==> src/rtl/irq_resp_pkg.sv <==
// Shared types and constants for the interrupt and halt response controller.
// Assumes an 8-bit opcode space.
package irq_resp_pkg;

    // Service state of the core; the four states are mutually exclusive.
    typedef enum logic [1:0] {
        SVC_RUN  = 2'd0,
        SVC_HALT = 2'd1,
        SVC_MINT = 2'd2,
        SVC_NMI  = 2'd3
    } svc_state_e;

    // Mode codes as loaded from opcode bits [4:3].
    localparam logic [1:0] MODE_CODE_1 = 2'b10;
    localparam logic [1:0] MODE_CODE_2 = 2'b11;

    // Opcodes after which no interrupt may be taken.
    localparam int          NUM_INHIBIT = 6;
    localparam logic [7:0]  INHIBIT_OPC [NUM_INHIBIT] =
        '{8'hF3, 8'hFB, 8'hCB, 8'hED, 8'hDD, 8'hFD};

endpackage

==> src/rtl/irq_enable_regs.sv <==
// Interrupt enable flip-flops and stored interrupt mode.
// Service entry has priority over the DI/EI and return strobes. The decoder
// never raises two strobes in one cycle.
module irq_enable_regs #(
    parameter int OPC_W = 8
) (
    input  logic             clk,
    input  logic             rst_n,
    input  logic             enter_nmi,
    input  logic             enter_intr,
    input  logic             di_ei_we,
    input  logic             im_we,
    input  logic             retn_we,
    input  logic [OPC_W-1:0] opcode,
    output logic             iff1,
    output logic             iff2,
    output logic [1:0]       im_mode
);
    localparam int EN_BIT = 3;
    localparam int IM_LO  = 3;

    // Update the enable flip-flops: service entry, then DI/EI, then return.
    always_ff @(posedge clk) begin
        if (!rst_n) begin
            iff1 <= 1'b0;
            iff2 <= 1'b0;
        end else if (enter_nmi) begin
            iff1 <= 1'b0;
        end else if (enter_intr) begin
            iff1 <= 1'b0;
            iff2 <= 1'b0;
        end else if (di_ei_we) begin
            iff1 <= opcode[EN_BIT];
            iff2 <= opcode[EN_BIT];
        end else if (retn_we) begin
            iff1 <= iff2;
        end
    end

    // Load the mode code from the opcode on the mode-set strobe.
    always_ff @(posedge clk) begin
        if (!rst_n)      im_mode <= 2'b00;
        else if (im_we)  im_mode <= opcode[IM_LO+1:IM_LO];
    end

    AST_NMI_KEEPS_IFF2: assert property (@(posedge clk) disable iff (!rst_n)
        enter_nmi |=> (!iff1 && iff2 == $past(iff2)));
    AST_INTR_CLEARS_BOTH: assert property (@(posedge clk) disable iff (!rst_n)
        (enter_intr && !enter_nmi) |=> (!iff1 && !iff2));
    AST_RETN_COPY: assert property (@(posedge clk) disable iff (!rst_n)
        (retn_we && !enter_nmi && !enter_intr && !di_ei_we) |=> (iff1 == $past(iff2)));
    AST_DIEI_BOTH: assert property (@(posedge clk) disable iff (!rst_n)
        (di_ei_we && !enter_nmi && !enter_intr) |=> (iff1 == iff2));

endmodule

==> src/rtl/irq_service_fsm.sv <==
// Service-state sequencer. It latches a non-maskable request on a rising edge,
// decides acceptance at instruction boundaries, and tracks halt and service.
// Assumes svc_done arrives only during a service state.
module irq_service_fsm
    import irq_resp_pkg::*;
#(
    parameter int OPC_W = 8
) (
    input  logic             clk,
    input  logic             rst_n,
    input  logic             nmi,
    input  logic             irq,
    input  logic             halt_cmd,
    input  logic             insn_end,
    input  logic [OPC_W-1:0] opcode,
    input  logic             svc_done,
    input  logic             iff1,
    output svc_state_e       state,
    output logic             enter_nmi,
    output logic             enter_intr
);
    logic       nmi_q;
    logic       nmi_pend;
    logic       inhibit;
    logic       accept_ok;
    logic       can_take;
    svc_state_e state_nx;

    // Compare the finishing opcode against the inhibit list.
    always_comb begin
        inhibit = 1'b0;
        for (int i = 0; i < NUM_INHIBIT; i++) begin
            if (opcode == OPC_W'(INHIBIT_OPC[i])) inhibit = 1'b1;
        end
    end

    // Decide which service, if any, starts at this boundary.
    always_comb begin
        accept_ok  = insn_end && !inhibit;
        can_take   = (state == SVC_RUN) || (state == SVC_HALT);
        enter_nmi  = accept_ok && can_take && nmi_pend;
        enter_intr = accept_ok && can_take && !nmi_pend && irq && iff1;
    end

    // Next service state: finish, then NMI, then maskable, then halt.
    always_comb begin
        state_nx = state;
        if (svc_done && (state == SVC_MINT || state == SVC_NMI)) state_nx = SVC_RUN;
        else if (enter_nmi)                                      state_nx = SVC_NMI;
        else if (enter_intr)                                     state_nx = SVC_MINT;
        else if (halt_cmd && state == SVC_RUN)                   state_nx = SVC_HALT;
    end

    // Hold the service state.
    always_ff @(posedge clk) begin
        if (!rst_n) state <= SVC_RUN;
        else        state <= state_nx;
    end

    // Latch a non-maskable request on its rising edge; clear it on acceptance.
    always_ff @(posedge clk) begin
        if (!rst_n) begin
            nmi_q    <= 1'b0;
            nmi_pend <= 1'b0;
        end else begin
            nmi_q    <= nmi;
            nmi_pend <= (nmi_pend && !enter_nmi) || (nmi && !nmi_q);
        end
    end

    AST_INTR_NEEDS_IFF1: assert property (@(posedge clk) disable iff (!rst_n)
        (state != SVC_MINT) ##1 (state == SVC_MINT) |-> $past(iff1));
    AST_NO_ACCEPT_INHIBITED: assert property (@(posedge clk) disable iff (!rst_n)
        (insn_end && inhibit) |=> !(state inside {SVC_MINT, SVC_NMI}) || $past(state inside {SVC_MINT, SVC_NMI}));
    AST_NMI_WINS: assert property (@(posedge clk) disable iff (!rst_n)
        (enter_nmi && irq && iff1) |=> (state == SVC_NMI));
    AST_DONE_RUNS: assert property (@(posedge clk) disable iff (!rst_n)
        (svc_done && (state == SVC_MINT || state == SVC_NMI)) |=> (state == SVC_RUN));

endmodule

==> src/rtl/irq_force_mux.sv <==
// Converts the service state and mode into the bus forcing, vector,
// program counter and sequencing controls. Purely combinational.
// Assumes the strobes come from the core sequencer at fixed points.
module irq_force_mux
    import irq_resp_pkg::*;
#(
    parameter int         OPC_W   = 8,
    parameter logic [7:0] NMI_VEC = 8'h66
) (
    input  svc_state_e       state,
    input  logic [1:0]       im_mode,
    input  logic             ld_stb,
    input  logic             vec_stb,
    input  logic             seq_pt,
    output logic             bus_zero_oe,
    output logic             bus_ff_oe,
    output logic             opc_path_en,
    output logic             vec_nmi_oe,
    output logic [OPC_W-1:0] vec_nmi,
    output logic             mask543_en,
    output logic             pc_inc_en,
    output logic             seq_mread,
    output logic             seq_set_m1
);
    logic is_halt;
    logic is_mint;
    logic is_nmi;
    logic mode1;
    logic mode2;
    logic vect_int;

    // Decode the state and mode.
    always_comb begin
        is_halt  = (state == SVC_HALT);
        is_mint  = (state == SVC_MINT);
        is_nmi   = (state == SVC_NMI);
        mode1    = (im_mode == MODE_CODE_1);
        mode2    = (im_mode == MODE_CODE_2);
        vect_int = is_mint && mode2;
    end

    // Drive the opcode-forcing and vector controls.
    always_comb begin
        bus_zero_oe = ld_stb && is_halt;
        bus_ff_oe   = (ld_stb && ((is_mint && (mode1 || mode2)) || is_nmi))
                   || (vec_stb && is_mint && mode1);
        vec_nmi_oe  = vec_stb && is_nmi;
        opc_path_en = !(vec_stb && is_nmi);
        vec_nmi     = OPC_W'(NMI_VEC);
        mask543_en  = !(vect_int || is_nmi);
        pc_inc_en   = !(is_halt || is_mint || is_nmi);
        seq_mread   = seq_pt && vect_int;
        seq_set_m1  = seq_pt && !vect_int;
    end

endmodule

==> src/rtl/irq_resp_ctl.sv <==
// Interrupt and halt response controller, top level.
// Links the enable registers, the service sequencer and the forcing logic.
// Assumes the strobe timing described for each input port.
module irq_resp_ctl
    import irq_resp_pkg::*;
#(
    parameter int         OPC_W   = 8,
    parameter logic [7:0] NMI_VEC = 8'h66
) (
    input  logic             clk,
    input  logic             rst_n,
    input  logic             nmi,
    input  logic             irq,
    input  logic             halt_cmd,
    input  logic             insn_end,
    input  logic [OPC_W-1:0] opcode,
    input  logic             ld_stb,
    input  logic             vec_stb,
    input  logic             seq_pt,
    input  logic             di_ei_we,
    input  logic             im_we,
    input  logic             retn_we,
    input  logic             svc_done,
    output logic             bus_zero_oe,
    output logic             bus_ff_oe,
    output logic             opc_path_en,
    output logic             vec_nmi_oe,
    output logic [OPC_W-1:0] vec_nmi,
    output logic             mask543_en,
    output logic             pc_inc_en,
    output logic             seq_mread,
    output logic             seq_set_m1,
    output logic             iff1,
    output logic             iff2,
    output logic [1:0]       im_mode,
    output logic             in_halt,
    output logic             in_intr,
    output logic             in_nmi
);
    svc_state_e state;
    logic       enter_nmi;
    logic       enter_intr;

    irq_enable_regs #(.OPC_W(OPC_W)) u_en (
        .clk(clk), .rst_n(rst_n),
        .enter_nmi(enter_nmi), .enter_intr(enter_intr),
        .di_ei_we(di_ei_we), .im_we(im_we), .retn_we(retn_we),
        .opcode(opcode),
        .iff1(iff1), .iff2(iff2), .im_mode(im_mode)
    );

    irq_service_fsm #(.OPC_W(OPC_W)) u_fsm (
        .clk(clk), .rst_n(rst_n),
        .nmi(nmi), .irq(irq), .halt_cmd(halt_cmd), .insn_end(insn_end),
        .opcode(opcode), .svc_done(svc_done), .iff1(iff1),
        .state(state), .enter_nmi(enter_nmi), .enter_intr(enter_intr)
    );

    irq_force_mux #(.OPC_W(OPC_W), .NMI_VEC(NMI_VEC)) u_mux (
        .state(state), .im_mode(im_mode),
        .ld_stb(ld_stb), .vec_stb(vec_stb), .seq_pt(seq_pt),
        .bus_zero_oe(bus_zero_oe), .bus_ff_oe(bus_ff_oe),
        .opc_path_en(opc_path_en), .vec_nmi_oe(vec_nmi_oe), .vec_nmi(vec_nmi),
        .mask543_en(mask543_en), .pc_inc_en(pc_inc_en),
        .seq_mread(seq_mread), .seq_set_m1(seq_set_m1)
    );

    // Bring the state out as three flags.
    always_comb begin
        in_halt = (state == SVC_HALT);
        in_intr = (state == SVC_MINT);
        in_nmi  = (state == SVC_NMI);
    end

    AST_ZERO_FF_EXCL: assert property (@(posedge clk) disable iff (!rst_n)
        !(bus_zero_oe && bus_ff_oe));
    AST_PC_HELD_IN_SVC: assert property (@(posedge clk) disable iff (!rst_n)
        (in_intr || in_nmi) |-> !pc_inc_en);
    AST_VEC_PATH_EXCL: assert property (@(posedge clk) disable iff (!rst_n)
        vec_nmi_oe |-> !opc_path_en);
    AST_SEQ_EXCL: assert property (@(posedge clk) disable iff (!rst_n)
        !(seq_mread && seq_set_m1));

endmodule

==> config.mk <==
export PLATFORM = sky130hd
export DESIGN_NAME = irq_resp_ctl
export DESIGN_NICKNAME = d
export VERILOG_FILES = /design/src/rtl/irq_resp_pkg.sv /design/src/rtl/irq_enable_regs.sv /design/src/rtl/irq_service_fsm.sv /design/src/rtl/irq_force_mux.sv /design/src/rtl/irq_resp_ctl.sv
export SDC_FILE = /design/constraint.sdc
export NUM_CORES = 1
export LEC_CHECK = 0
export BUFFER_PORTS_ARGS = -buffer_cell sky130_fd_sc_hd__buf_2
export CAP_MARGIN = 20
export CORE_MARGIN = 2
export CORE_UTILIZATION = 41
export DETAILED_ROUTE_END_ITERATION = 10
export PLACE_DENSITY_LB_ADDON = 0.05
export SYNTH_ARGS = -nofsm -noshare
export SYNTH_HDL_FRONTEND = slang
export SYNTH_HIERARCHICAL = 1
export SYNTH_SLANG_ARGS = --single-unit
==> constraint.sdc <==
create_clock -name clk -period 3.61 [get_ports clk]
set_input_delay 0.5415 -clock clk [delete_from_list [all_inputs] [get_ports clk]]
set_output_delay 0.5415 -clock clk [all_outputs]
set_load 0.03 [all_outputs]
==> results.py <==
metrics = {
    "status": {
        "status": "completed",
    },
    "setup_path": {
        "cp.arrival_ps": 1350,
        "regToRegStartpoint": "u_fsm/state[1]",
        "worst-r2r-cell-count": 6,
        "reg2reg_setup_slack_ps": 2070,
        "cp.required_ps": 3070,
        "end_kind": "output port",
        "crit_type": "register to output port",
        "crit_fanout": 13,
        "worstReg2RegEnd": "u_en/iff2",
        "start_kind": "register",
    },
    "layout": {
        "syn2layout_area_growth_pct": 30.5,
        "num_antenna_cells": 0,
        "drive_gt1_frac": 0.426,
        "fin_cells": 123,
        "final_cell_mix": "buf_2 (35), dfxtp_1 (8), conb_1 (8), nor2_1 (6), nand2_1 (6)",
        "mostFrequentLayoutCell": "buf_2",
        "finalNetCount": 131,
    },
    "drt": {
        "drcViolationCount": 0,
        "wire_per_inst_um": 9.46,
        "drtIter0Drc": 7,
        "drt_wl_total_um": 1160,
        "vias": 588,
        "firstDrtPassIters": 4,
        "viasPerCell": 4.78,
        "ant_nets": 0,
    },
    "clocking": {
        "cts_sinks": 8,
        "post_cts_buffers": 0,
        "postCtsHoldBufs": 0,
        "cts_tree": "yes",
        "clkLatencyLatePin_ps": 250,
        "path_clk_slew_ps": 50,
        "numCtsBuffers": 3,
        "cts_max_level": 1,
        "cts-root-buf": "clkbuf_4",
        "clockBufferDepth": 2,
        "ctsResizeCount": 0,
    },
    "power": {
        "peakVddDrop_v": 0.000224,
        "pwr_density_cell_nw_per_um2": 333,
        "leakagePower_nw": 0.423,
    },
    "worst_hold_path": {
        "hold_end": "u_fsm/nmi_q",
        "hp-class": "primary input to register",
        "hold_path_depth": 2,
        "worstHoldStart": "nmi",
    },
    "timing": {
        "timing.final.crit_share": 0.523,
        "finalCriticalPeriod_ps": 1890,
        "finalHoldViolCount": 0,
        "maxSlewViolCount": 0,
        "setup-violations-final": 0,
        "fmax_ghz": 0.530,
        "rsz0062_at_grt": "false",
        "skew_ps": 3.84,
        "fin_tns_setup_ps": 0,
    },
    "die": {
        "die_area_um2": 1750,
        "num_rows": 13,
        "coreArea_um2": 1320,
        "die_w_um": 41.8,
        "die_h_um": 41.8,
        "start_util": 0.445,
        "io_pins": 44,
    },
    "yosys": {
        "yosysUniqueCellTypes": 32,
        "synth.ff_latch_count": 8,
        "synthCells": 72,
        "syn_area_per_cell_um2": 8.15,
        "ys_seq_area_frac": 0.273,
        "synth_warnings": 6,
        "mappedNetlistArea_um2": 587,
    },
    "grt": {
        "grt_pass1_wl_um": 1890,
        "grt_use_total": 0.139,
        "antenna_found_initial": 0,
        "grt_max_degree": 14,
        "grt.overflow.total": 0,
        "grt_pass1_vias": 478,
    },
    "place": {
        "routabilityCongestion": 0.781,
        "dp_hpwl_um": 950,
        "io_buffer_count": 35,
        "dp_cells": 120,
    },
    "run": {
        "cap_violations": 0,
    },
}
worst max path at each step:
stage	slack, ps	startpoint	cells past startpoint	end
5_1_grt	1570	u_fsm/state[1]	3	seq_mread
3_5_place_dp	1750	opcode[5]	7	u_en/iff2
4_1_cts	1710	u_fsm/state[1]	3	seq_mread
6_report	1720	u_fsm/state[1]	3	seq_mread
3_3_place_gp	1750	opcode[5]	7	u_en/iff2
2_1_floorplan	1750	u_en/im_mode[0]	2	mask543_en
metal layers:
layer,GRT usage,vias to the layer above,routed length [µm]
met5,0,-,0
met4,0.0581,0,6
met3,0.0435,2,131
met2,0.225,32,523
met1,0.168,251,500
li1,-,303,-
Yosys cell counts:
master / n / area share
conb_1: 2 / 0.013
nand2_1: 6 / 0.038
nand3_1: 1 / 0.0085
nand2b_1: 2 / 0.021
inv_1: 3 / 0.019
mux2_1: 1 / 0.019
nor4b_2: 1 / 0.026
and4b_1: 1 / 0.017
and2b_2: 1 / 0.015
nor3b_2: 1 / 0.021
or2b_1: 1 / 0.013
nor2b_1: 5 / 0.053
a32o_1: 1 / 0.017
and2_1: 4 / 0.043
o21bai_1: 1 / 0.013
a21oi_2: 2 / 0.030
o22ai_1: 1 / 0.011
o2111a_1: 1 / 0.019
o21ba_1: 1 / 0.017
dfxtp_1: 8 / 0.27
o221a_1: 1 / 0.019
mux2i_1: 2 / 0.034
o21ai_2: 1 / 0.015
nor2_1: 6 / 0.038
and2_2: 1 / 0.013
nor3_1: 1 / 0.0085
o21ai_0: 1 / 0.0085
buf_4: 8 / 0.10
and3_1: 2 / 0.021
o21a_2: 1 / 0.015
a21oi_1: 3 / 0.026
a21boi_1: 1 / 0.013
report_power, final:
| group | switching [mW] | total [mW] | internal (mW) |
|---|---|---|---|
| Clock | 0.0283 | 0.0662 | 0.0379 |
| Combinational | 0.0532 | 0.0848 | 0.0316 |
| Sequential | 0.00907 | 0.104 | 0.0950 |
| Total | 0.0906 | 0.255 | 0.165 |
flip-flops by register name (all words and copies together) (netlist names):
signal          flops
u_fsm/nmi_pend      1
u_fsm/state         2
u_fsm/nmi_q         1
u_en/im_mode        2
u_en/iff1           1
u_en/iff2           1
worst max-delay path: stages, from the launching register on:
cell	delay, ps
dfxtp_1	540
nor2b_1	210
and3_1	160
buf_2	190
cell families (layout without fill, tap and decap cells):
kind of cell	after synthesis	after routing	synth area share
AO/OA/AOI/OAI	15	15	0.203
buffers and inverters	11	41	0.122
flip-flops	8	8	0.273
multiplexers	3	3	0.0533
other	2	8	0.0128
AND/OR/NAND/NOR	33	33	0.337
final cells by class:
cell class | instances | area [µm²]
clock buffer | 3 | 22.5
fill | 136 | 552
inverter | 3 | 11.3
multi-input combinational | 59 | 378
sequential | 8 | 160
tap | 15 | 18.8
timing repair buffer | 35 | 175
per-stage QoR:
| step | total power [mW] | hold WS (ps) | setup WS (ps) | cell area, µm² | util |
|---|---|---|---|---|---|
| 6_report | 0.255 | 506 | 1720 | 766 | 0.581 |
| 3_3_place_gp | 0.191 | 517 | 1750 | 743 | 0.564 |
| 3_5_place_dp | 0.191 | 520 | 1750 | 743 | 0.564 |
| 5_1_grt | 0.276 | 510 | 1570 | 766 | 0.581 |
| 2_1_floorplan | 0.170 | 482 | 1750 | 609 | - |
| 4_1_cts | 0.259 | 504 | 1710 | 766 | 0.581 |
Power figures use the tool's default switching activity.
